<file path="src/rtl/rtc_pkg.sv">
package rtc_pkg;

    localparam int PIN_W      = 4;
    localparam int SCK_POS    = 0;
    localparam int SIO_POS    = 1;
    localparam int CS_POS     = 2;
    localparam int BYTE_W     = 8;
    localparam int BIT_IDX_W  = $clog2(BYTE_W);
    localparam int MAX_BYTES  = 7;
    localparam int BYTE_IDX_W = $clog2(MAX_BYTES);

    localparam int CTRL_PIE_POS = 3;
    localparam int CTRL_H12_POS = 6;
    localparam int CTRL_PWR_POS = 7;

    localparam logic [3:0] NO_SWAP_NIBBLE = 4'h6;

    localparam logic [2:0] RID_RESET = 3'd0;
    localparam logic [2:0] RID_CTRL  = 3'd1;
    localparam logic [2:0] RID_DT    = 3'd2;
    localparam logic [2:0] RID_TIME  = 3'd3;
    localparam logic [2:0] RID_IRQ   = 3'd6;

    typedef enum logic [1:0] {
        ST_IDLE,
        ST_CMD,
        ST_WR,
        ST_RD
    } rtc_state_e;

    typedef enum logic [1:0] {
        SEL_CTRL,
        SEL_DT,
        SEL_TIME
    } rtc_sel_e;

    typedef struct packed {
        logic [BYTE_W-1:0] year;
        logic [BYTE_W-1:0] month;
        logic [BYTE_W-1:0] day;
        logic [BYTE_W-1:0] weekday;
        logic [BYTE_W-1:0] hour;
        logic [BYTE_W-1:0] minute;
        logic [BYTE_W-1:0] second;
    } rtc_bcd_t;

    typedef struct packed {
        logic       rd;
        logic [2:0] idx;
    } cmd_fields_t;

    function automatic logic [BYTE_W-1:0] bit_reverse(input logic [BYTE_W-1:0] v);
        logic [BYTE_W-1:0] r;
        for (int i = 0; i < BYTE_W; i++) r[i] = v[BYTE_W-1-i];
        return r;
    endfunction

    function automatic cmd_fields_t unpack_cmd(input logic [BYTE_W-1:0] raw);
        logic [BYTE_W-1:0] fixed;
        cmd_fields_t       f;
        fixed = (raw[7:4] == NO_SWAP_NIBBLE) ? raw : bit_reverse(raw);
        f.rd  = fixed[0];
        f.idx = fixed[3:1];
        return f;
    endfunction

    function automatic logic [BYTE_IDX_W-1:0] xfer_len(input rtc_sel_e s);
        case (s)
            SEL_DT:   return BYTE_IDX_W'(7);
            SEL_TIME: return BYTE_IDX_W'(3);
            default:  return BYTE_IDX_W'(1);
        endcase
    endfunction

endpackage

</file>
<file path="src/rtl/rtc_pin_edge.sv">
module rtc_pin_edge
    import rtc_pkg::*;
(
    input  logic             clk,
    input  logic             rst,
    input  logic             pin_valid,
    input  logic [PIN_W-1:0] pin_in,
    output logic             sck_rise,
    output logic             start_hit
);

    logic [PIN_W-1:0] prev_q;

    always_ff @(posedge clk) begin
        if (rst)            prev_q <= '0;
        else if (pin_valid) prev_q <= pin_in;
    end

    always_comb begin
        sck_rise  = pin_valid && !prev_q[SCK_POS] && pin_in[SCK_POS];
        start_hit = pin_valid && prev_q[SCK_POS] && !prev_q[CS_POS] && pin_in[CS_POS];
    end

endmodule

</file>
<file path="src/rtl/rtc_cmd_fsm.sv">
module rtc_cmd_fsm
    import rtc_pkg::*;
(
    input  logic                  clk,
    input  logic                  rst,
    input  logic                  pin_valid,
    input  logic                  cs_now,
    input  logic                  sio_now,
    input  logic                  sck_rise,
    input  logic                  start_hit,
    output rtc_state_e            state_q,
    output rtc_sel_e              sel_q,
    output logic [BIT_IDX_W-1:0]  bit_q,
    output logic [BYTE_IDX_W-1:0] byte_q,
    output logic                  wr_stb_q,
    output logic [BYTE_W-1:0]     wr_data_q,
    output logic                  clr_q,
    output logic                  irq_q
);

    logic [BYTE_W-1:0] shreg_q;
    logic [BYTE_W-1:0] shift_nx;
    logic              byte_end;
    logic              xfer_end;
    cmd_fields_t       cf;

    always_comb begin
        shift_nx        = shreg_q;
        shift_nx[bit_q] = sio_now;
        byte_end        = (bit_q == BIT_IDX_W'(BYTE_W-1));
        xfer_end        = (byte_q == xfer_len(sel_q) - BYTE_IDX_W'(1));
        cf              = unpack_cmd(shift_nx);
    end

    always_ff @(posedge clk) begin
        if (rst) begin
            state_q   <= ST_IDLE;
            sel_q     <= SEL_CTRL;
            bit_q     <= '0;
            byte_q    <= '0;
            shreg_q   <= '0;
            wr_stb_q  <= 1'b0;
            wr_data_q <= '0;
            clr_q     <= 1'b0;
            irq_q     <= 1'b0;
        end else begin
            wr_stb_q <= 1'b0;
            clr_q    <= 1'b0;
            irq_q    <= 1'b0;
            if (state_q == ST_IDLE) begin
                if (start_hit) state_q <= ST_CMD;
            end else if (pin_valid && !cs_now) begin
                state_q <= ST_IDLE;
                bit_q   <= '0;
                byte_q  <= '0;
                shreg_q <= '0;
            end else if (sck_rise) begin
                bit_q   <= byte_end ? '0 : bit_q + BIT_IDX_W'(1);
                shreg_q <= byte_end ? '0 : shift_nx;
                case (state_q)
                    ST_CMD: begin
                        if (byte_end) begin
                            state_q <= ST_IDLE;
                            if (cf.rd) begin
                                case (cf.idx)
                                    RID_CTRL: begin state_q <= ST_RD; sel_q <= SEL_CTRL; end
                                    RID_DT:   begin state_q <= ST_RD; sel_q <= SEL_DT;   end
                                    RID_TIME: begin state_q <= ST_RD; sel_q <= SEL_TIME; end
                                    default:  ;
                                endcase
                            end else begin
                                case (cf.idx)
                                    RID_RESET: clr_q <= 1'b1;
                                    RID_CTRL:  begin state_q <= ST_WR; sel_q <= SEL_CTRL; end
                                    RID_DT:    begin state_q <= ST_WR; sel_q <= SEL_DT;   end
                                    RID_TIME:  begin state_q <= ST_WR; sel_q <= SEL_TIME; end
                                    RID_IRQ:   irq_q <= 1'b1;
                                    default:   ;
                                endcase
                            end
                        end
                    end
                    ST_WR, ST_RD: begin
                        if (byte_end) begin
                            if (state_q == ST_WR && sel_q == SEL_CTRL) begin
                                wr_stb_q  <= 1'b1;
                                wr_data_q <= shift_nx;
                            end
                            if (xfer_end) begin
                                state_q <= ST_IDLE;
                                byte_q  <= '0;
                            end else begin
                                byte_q <= byte_q + BYTE_IDX_W'(1);
                            end
                        end
                    end
                    default: ;
                endcase
            end
        end
    end

    // interrupt request lasts one cycle
    a_r9_irq_single: assert property (@(posedge clk) disable iff (rst)
        irq_q |=> !irq_q);

    // no start condition keeps idle
    a_r1_stay_idle: assert property (@(posedge clk) disable iff (rst)
        (state_q == ST_IDLE && !start_hit) |=> state_q == ST_IDLE);

    // chip-select drop aborts and clears counters
    a_r11_abort: assert property (@(posedge clk) disable iff (rst)
        (state_q != ST_IDLE && pin_valid && !cs_now)
        |=> (state_q == ST_IDLE && bit_q == '0 && byte_q == '0));

    // counters are clear whenever idle
    a_r11_idle_clean: assert property (@(posedge clk) disable iff (rst)
        state_q == ST_IDLE |-> (bit_q == '0 && byte_q == '0));

endmodule

</file>
<file path="src/rtl/rtc_ctrl_reg.sv">
module rtc_ctrl_reg
    import rtc_pkg::*;
(
    input  logic              clk,
    input  logic              rst,
    input  logic              wr_stb,
    input  logic [BYTE_W-1:0] wr_data,
    input  logic              clr_req,
    input  logic              power_fail,
    output logic [BYTE_W-1:0] ctrl_q
);

    always_ff @(posedge clk) begin
        if (rst) begin
            ctrl_q <= '0;
        end else begin
            if (clr_req)     ctrl_q <= '0;
            else if (wr_stb) ctrl_q[CTRL_PWR_POS-1:0] <= wr_data[CTRL_PWR_POS-1:0];
            if (power_fail)  ctrl_q[CTRL_PWR_POS] <= 1'b1;
        end
    end

    // the power-loss bit is not writable over the serial link
    a_r7_bit7_ro: assert property (@(posedge clk) disable iff (rst)
        (!clr_req && !power_fail) |=> ctrl_q[CTRL_PWR_POS] == $past(ctrl_q[CTRL_PWR_POS]));

    // clear command empties the register
    a_r8_clear: assert property (@(posedge clk) disable iff (rst)
        (clr_req && !power_fail) |=> ctrl_q == '0);

    // power failure sets the flag
    a_r13_pwr_set: assert property (@(posedge clk) disable iff (rst)
        power_fail |=> ctrl_q[CTRL_PWR_POS]);

endmodule

</file>
<file path="src/rtl/rtc_read_mux.sv">
module rtc_read_mux
    import rtc_pkg::*;
(
    input  rtc_bcd_t              bcd,
    input  logic [BYTE_W-1:0]     ctrl,
    input  rtc_sel_e              sel,
    input  logic [BYTE_IDX_W-1:0] byte_idx,
    input  logic [BIT_IDX_W-1:0]  bit_idx,
    output logic                  rd_bit
);

    logic [BYTE_W-1:0] cur_byte;

    always_comb begin
        cur_byte = '0;
        case (sel)
            SEL_CTRL: cur_byte = ctrl;
            SEL_DT: begin
                case (byte_idx)
                    3'd0:    cur_byte = bcd.year;
                    3'd1:    cur_byte = bcd.month;
                    3'd2:    cur_byte = bcd.day;
                    3'd3:    cur_byte = bcd.weekday;
                    3'd4:    cur_byte = bcd.hour;
                    3'd5:    cur_byte = bcd.minute;
                    3'd6:    cur_byte = bcd.second;
                    default: cur_byte = '0;
                endcase
            end
            SEL_TIME: begin
                case (byte_idx)
                    3'd0:    cur_byte = bcd.hour;
                    3'd1:    cur_byte = bcd.minute;
                    3'd2:    cur_byte = bcd.second;
                    default: cur_byte = '0;
                endcase
            end
            default: cur_byte = '0;
        endcase
        rd_bit = cur_byte[bit_idx];
    end

endmodule

</file>
<file path="src/rtl/rtc_serial_engine.sv">
module rtc_serial_engine
    import rtc_pkg::*;
(
    input  logic             clk,
    input  logic             rst,
    input  logic             pin_valid,
    input  logic [PIN_W-1:0] pin_in,
    output logic [PIN_W-1:0] pin_out,
    output logic             pin_out_valid,
    input  logic [7:0]       bcd_year,
    input  logic [7:0]       bcd_month,
    input  logic [7:0]       bcd_day,
    input  logic [7:0]       bcd_weekday,
    input  logic [7:0]       bcd_hour,
    input  logic [7:0]       bcd_minute,
    input  logic [7:0]       bcd_second,
    input  logic             power_fail,
    output logic             irq_pulse,
    output logic             periodic_irq_en,
    output logic             hour12_mode,
    output logic             power_lost
);

    logic                  sck_rise;
    logic                  start_hit;
    rtc_state_e            state;
    rtc_sel_e              sel;
    logic [BIT_IDX_W-1:0]  bit_idx;
    logic [BYTE_IDX_W-1:0] byte_idx;
    logic                  wr_stb;
    logic [BYTE_W-1:0]     wr_data;
    logic                  clr_req;
    logic [BYTE_W-1:0]     ctrl;
    logic                  rd_bit;
    rtc_bcd_t              bcd;

    assign bcd = '{year: bcd_year, month: bcd_month, day: bcd_day, weekday: bcd_weekday,
                   hour: bcd_hour, minute: bcd_minute, second: bcd_second};

    rtc_pin_edge u_edge (
        .clk       (clk),
        .rst       (rst),
        .pin_valid (pin_valid),
        .pin_in    (pin_in),
        .sck_rise  (sck_rise),
        .start_hit (start_hit)
    );

    rtc_cmd_fsm u_fsm (
        .clk       (clk),
        .rst       (rst),
        .pin_valid (pin_valid),
        .cs_now    (pin_in[CS_POS]),
        .sio_now   (pin_in[SIO_POS]),
        .sck_rise  (sck_rise),
        .start_hit (start_hit),
        .state_q   (state),
        .sel_q     (sel),
        .bit_q     (bit_idx),
        .byte_q    (byte_idx),
        .wr_stb_q  (wr_stb),
        .wr_data_q (wr_data),
        .clr_q     (clr_req),
        .irq_q     (irq_pulse)
    );

    rtc_ctrl_reg u_ctrl (
        .clk        (clk),
        .rst        (rst),
        .wr_stb     (wr_stb),
        .wr_data    (wr_data),
        .clr_req    (clr_req),
        .power_fail (power_fail),
        .ctrl_q     (ctrl)
    );

    rtc_read_mux u_mux (
        .bcd      (bcd),
        .ctrl     (ctrl),
        .sel      (sel),
        .byte_idx (byte_idx),
        .bit_idx  (bit_idx),
        .rd_bit   (rd_bit)
    );

    always_ff @(posedge clk) begin
        if (rst) begin
            pin_out       <= '0;
            pin_out_valid <= 1'b0;
        end else begin
            pin_out_valid <= pin_valid;
            if (pin_valid) begin
                pin_out <= pin_in;
                if (state == ST_RD && pin_in[CS_POS] && sck_rise)
                    pin_out[SIO_POS] <= rd_bit;
            end
        end
    end

    assign periodic_irq_en = ctrl[CTRL_PIE_POS];
    assign hour12_mode     = ctrl[CTRL_H12_POS];
    assign power_lost      = ctrl[CTRL_PWR_POS];

    // response follows every accepted word, clock and select echoed
    a_r12_echo: assert property (@(posedge clk) disable iff (rst)
        pin_valid |=> (pin_out_valid && pin_out[CS_POS] == $past(pin_in[CS_POS])
                       && pin_out[SCK_POS] == $past(pin_in[SCK_POS])));

    // outside a read the data line is echoed
    a_r12_sio_echo: assert property (@(posedge clk) disable iff (rst)
        (pin_valid && state != ST_RD) |=> pin_out[SIO_POS] == $past(pin_in[SIO_POS]));

endmodule

</file>
<file path="config.mk">
export PLATFORM = sky130hd
export DESIGN_NAME = rtc_serial_engine
export DESIGN_NICKNAME = d
export VERILOG_FILES = /design/src/rtl/rtc_pkg.sv /design/src/rtl/rtc_pin_edge.sv /design/src/rtl/rtc_cmd_fsm.sv /design/src/rtl/rtc_ctrl_reg.sv /design/src/rtl/rtc_read_mux.sv /design/src/rtl/rtc_serial_engine.sv
export SDC_FILE = /design/constraint.sdc
export NUM_CORES = 1
export LEC_CHECK = 0
export ABC_AREA = 1
export BUFFER_PORTS_ARGS = -buffer_cell sky130_fd_sc_hd__buf_2
export CORE_AREA = 2 2 90 92
export DETAILED_ROUTE_END_ITERATION = 6
export DIE_AREA = 0 0 92 94
export PLACE_DENSITY = 0.74
export SETUP_SLACK_MARGIN = 0.2
export SLEW_MARGIN = 20
export SYNTH_ARGS = -nofsm -noshare
export SYNTH_HDL_FRONTEND = slang
export SYNTH_SLANG_ARGS = --single-unit
</file>
<file path="constraint.sdc">
create_clock -name clk -period 1.8 [get_ports clk]
set_input_delay 0.27 -clock clk [delete_from_list [all_inputs] [get_ports clk]]
set_output_delay 0.27 -clock clk [all_outputs]
set_load 0.01 [all_outputs]
</file>
==> flow_metrics.env <==
export IMPL_clkLatencyLatePin_ns=0.32
export IMPL_grt_pass1_wl_microns=14600
export IMPL_crit_required_ns=2.04
export IMPL_grtUsageTotal_pct=20.7
export IMPL_die_area_sq_um=8650
export IMPL_syn_num_nets=559
export IMPL_synth_compound_area_share_pct=13.8
export IMPL_layout_min_cycle_time_ns=1.83
export IMPL_synth_mux_area_share_pct=0
export IMPL_area_delta_synth_final_pct=42.7
export IMPL_synth_top_area_share_pct=27.2
export IMPL_layout_drive_gt1_share_pct=36.2
export IMPL_nets=652
export IMPL_crit_family="simple AND/OR/NAND/NOR gates"
export IMPL_fillCellCount=675
export IMPL_rsz0062_at_grt="yes"
export IMPL_slowest_stage="dfxtp_2"
export IMPL_dp_cells=653
export IMPL_synth_cell_types=38
export IMPL_antenna_found_initial=0
export IMPL_ant_nets=0
export IMPL_tightest_slew_ns=0.502
export IMPL_final_setup_skew_ns=0.0134
export IMPL_failed_checks="setup timing"
export IMPL_die_h_microns=94
export IMPL_postSynthCellCount=484
export IMPL_ys_seq_elements=41
export IMPL_hold_ws_ns=0.179
export IMPL_syn_area_per_cell_sq_um=6.24
export IMPL_hold_path_class="in -> reg"
export IMPL_cts_sinks=41
export IMPL_core_sq_um=7610
export IMPL_cts_tree="yes"
export IMPL_synth_edf_count=0
export IMPL_cpPeakStageDelay_ns=0.38
export IMPL_stdcell_count=680
export IMPL_synth_area_leader_cell="dfxtp_1"
export IMPL_synthSimpleGateAreaFrac_pct=43.6
export IMPL_cp_num_buf_inv=1
export IMPL_p_per_area_nw_per_um2=451
export IMPL_crit_top_cell="nand2_1"
export IMPL_startpoint_type="flip-flop"
export IMPL_dpl_hpwl_microns=6460
export IMPL_relSlewSlack_pct=66.5
export IMPL_grt_overflow=0
export IMPL_peakVddDrop_mv=0.341
export IMPL_path_max_fanout=3
export IMPL_avgViaCountPerCell=5.38
export IMPL_fmax_ghz=0.548
export IMPL_slew_violations=0
export IMPL_ys_async_sr_fraction_pct=0
export IMPL_synth_ff_type="dfxtp_1"
export IMPL_num_io_pins=73
export IMPL_drtPass1Iterations=5
export IMPL_netlist_area_sq_um=3020
export IMPL_wl_microns=10200
export IMPL_drt_iter0_markers=297
export IMPL_utilization_pct=56.6
export IMPL_die_w_microns=92
export IMPL_clk_pin_slew_ns=0.09
export IMPL_final_hold_viol_count=0
export IMPL_grt_pass1_vias=3202
export IMPL_stdcell_area_sq_um=4310
export IMPL_rows=32
export IMPL_grt_start_max_net_pins=43
export IMPL_gp_congestion=0.910
export IMPL_ys_warn_count=0
export IMPL_synth_adder_area_share_pct=4.56
export IMPL_n_antenna_cell=0
export IMPL_crit_arrival_ns=2.07
export IMPL_setup_slack_ns=-0.0251
export IMPL_yosys_top_cells_count="nand2_1 (132), nand3_1 (82), nor2_1 (52)"
export IMPL_synth_top_family_by_area="simple AND/OR/NAND/NOR gates"
export IMPL_path_cells="inv_4, ha_4, xnor2_2, nand4_1, o211ai_1, nand3_1, nand2_1, nand2_1, a21oi_2"
export IMPL_clockBufferDepth=2
export IMPL_finalCritPeriodShare_pct=101
export IMPL_htree_num_levels=2
export IMPL_p_leak_nw=1.97
export IMPL_end_kind="flip-flop"
export IMPL_cap_violations=0
export IMPL_portBuffers=72
export IMPL_drcViolationCount=0
export IMPL_cts_buffers=5
export IMPL_outcome="finished, violations left"
export IMPL_setup_tns_ns=-0.0251
export IMPL_synth_seq_area_share_pct=27.2
export IMPL_placed_cell_area_sq_um=3590
export IMPL_path_class="reg -> reg"
export IMPL_synthXorXnorAreaFrac_pct=0.290
export IMPL_clockRootBuffer="clkbuf_8"
export IMPL_wl_per_cell_microns=15.0
export IMPL_setup_viol=1
export IMPL_initial_core_util_pct=39.7
export IMPL_vias=3655
export IMPL_yosysMostFrequentCell="nand2_1"
export IMPL_ys_top_cells_by_area="dfxtp_1 (27%), nand2_1 (16%), nand3_1 (14%), nor2_1 (6.5%), a21oi_1 (6.1%)"
registers in the layout, summed over array words and instances, names as in the netlist:
| register | flops |
|---|---|
| u_ctrl.ctrl_q | 8 |
| u_fsm.shreg_q | 8 |
| u_fsm.wr_data_q | 7 |
| pin_out | 3 |
| u_fsm.bit_q | 3 |
| u_fsm.byte_q | 3 |
| u_fsm.sel_q | 2 |
| u_fsm.state_q | 2 |
| pin_out_valid | 1 |
| u_edge.prev_q | 1 |
| u_fsm.clr_q | 1 |
| u_fsm.irq_q | 1 |
| u_fsm.wr_stb_q | 1 |
report_power, final:
part	switching [mW]	internal (mW)
combinational	0.124	0.0911
clock	0.357	0.451
sequential	0.00828	0.911
total	0.490	1.45
cell usage in the layout, fill, tap and decap left out, types with 8 or more instances in the layout:
cell type and instances:
nand2_1 122, nand3_1 74, buf_2 73, nor2_1 46
inv_1 33, a21oi_1 33, dfxtp_1 33, buf_4 22
nor2_4 9, buf_6 9, ha_4 8
metrics by stage:
| step | power, mW | setup WS [ns] |
|---|---|---|
| after floorplan | 1.03 | 0.144 |
| after detailed placement | 1.14 | -0.00585 |
| final | 1.94 | -0.0251 |
| after global routing | 2.01 | -0.102 |
| after global placement | 1.14 | 0.0455 |
| after CTS | 1.93 | 0.105 |
path summary, 6_finish.rpt:
check                     end  cells past startpoint              from  slack, ns
max          u_fsm.state_q[0]                      9    u_fsm.sel_q[1]      -0.03
min          u_ctrl.ctrl_q[7]                      2        power_fail       0.18
max reg2reg  u_fsm.state_q[0]                      9    u_fsm.sel_q[1]      -0.03
min reg2reg  u_ctrl.ctrl_q[2]                      2  u_ctrl.ctrl_q[2]       0.47
worst register-to-register path, stage by stage, from the launching register on:
cell and delay (ns):
dfxtp_2 0.38, inv_4 0.06, ha_4 0.27, xnor2_2 0.09
nand4_1 0.17, o211ai_1 0.32, nand3_1 0.17, nand2_1 0.10
nand2_1 0.07, a21oi_2 0.12
logic make-up (layout without fill, tap and decap cells):
logic type	count (synthesis)	count (layout)
and+or+nand+nor	291	291
buffers and inverters	71	165
AOI/OAI and AO/OA	69	69
xor gates and xnor gates	1	1
DFF	41	41
adders and majority gates	11	11
routing by layer:
layer  up-vias  track usage (%)  share of wire [%]
li1       1760                -                  -
met1      1666             26.2                 39
met2       207             35.2                 50
met3        22             3.69                9.0
met4         0             8.21                2.2
met5         -                0                  0
layout make-up:
| type | count | area (sq um) | share of cell area, % |
|---|---|---|---|
| tap | 102 | 128 | 2.96 |
| multi-input combinational | 372 | 2230 | 51.8 |
| inverter | 46 | 205 | 4.76 |
| sequential | 41 | 841 | 19.5 |
| clock buffer | 6 | 82.6 | 1.92 |
| timing repair buffer | 111 | 782 | 18.1 |
| clock inverter | 2 | 37.5 | 0.871 |
what timing repair did:
action | CTS | global route
setup endpoints to repair | 17 | 21
cloned | 0 | 3
pin swaps | 20 | 26
endpoints found under the hold margin | 0 | 0
resized for setup | 42 | 65
hold buffers | 0 | 0
setup buffers | 9 | 7
Power figures use the tool's default switching activity.
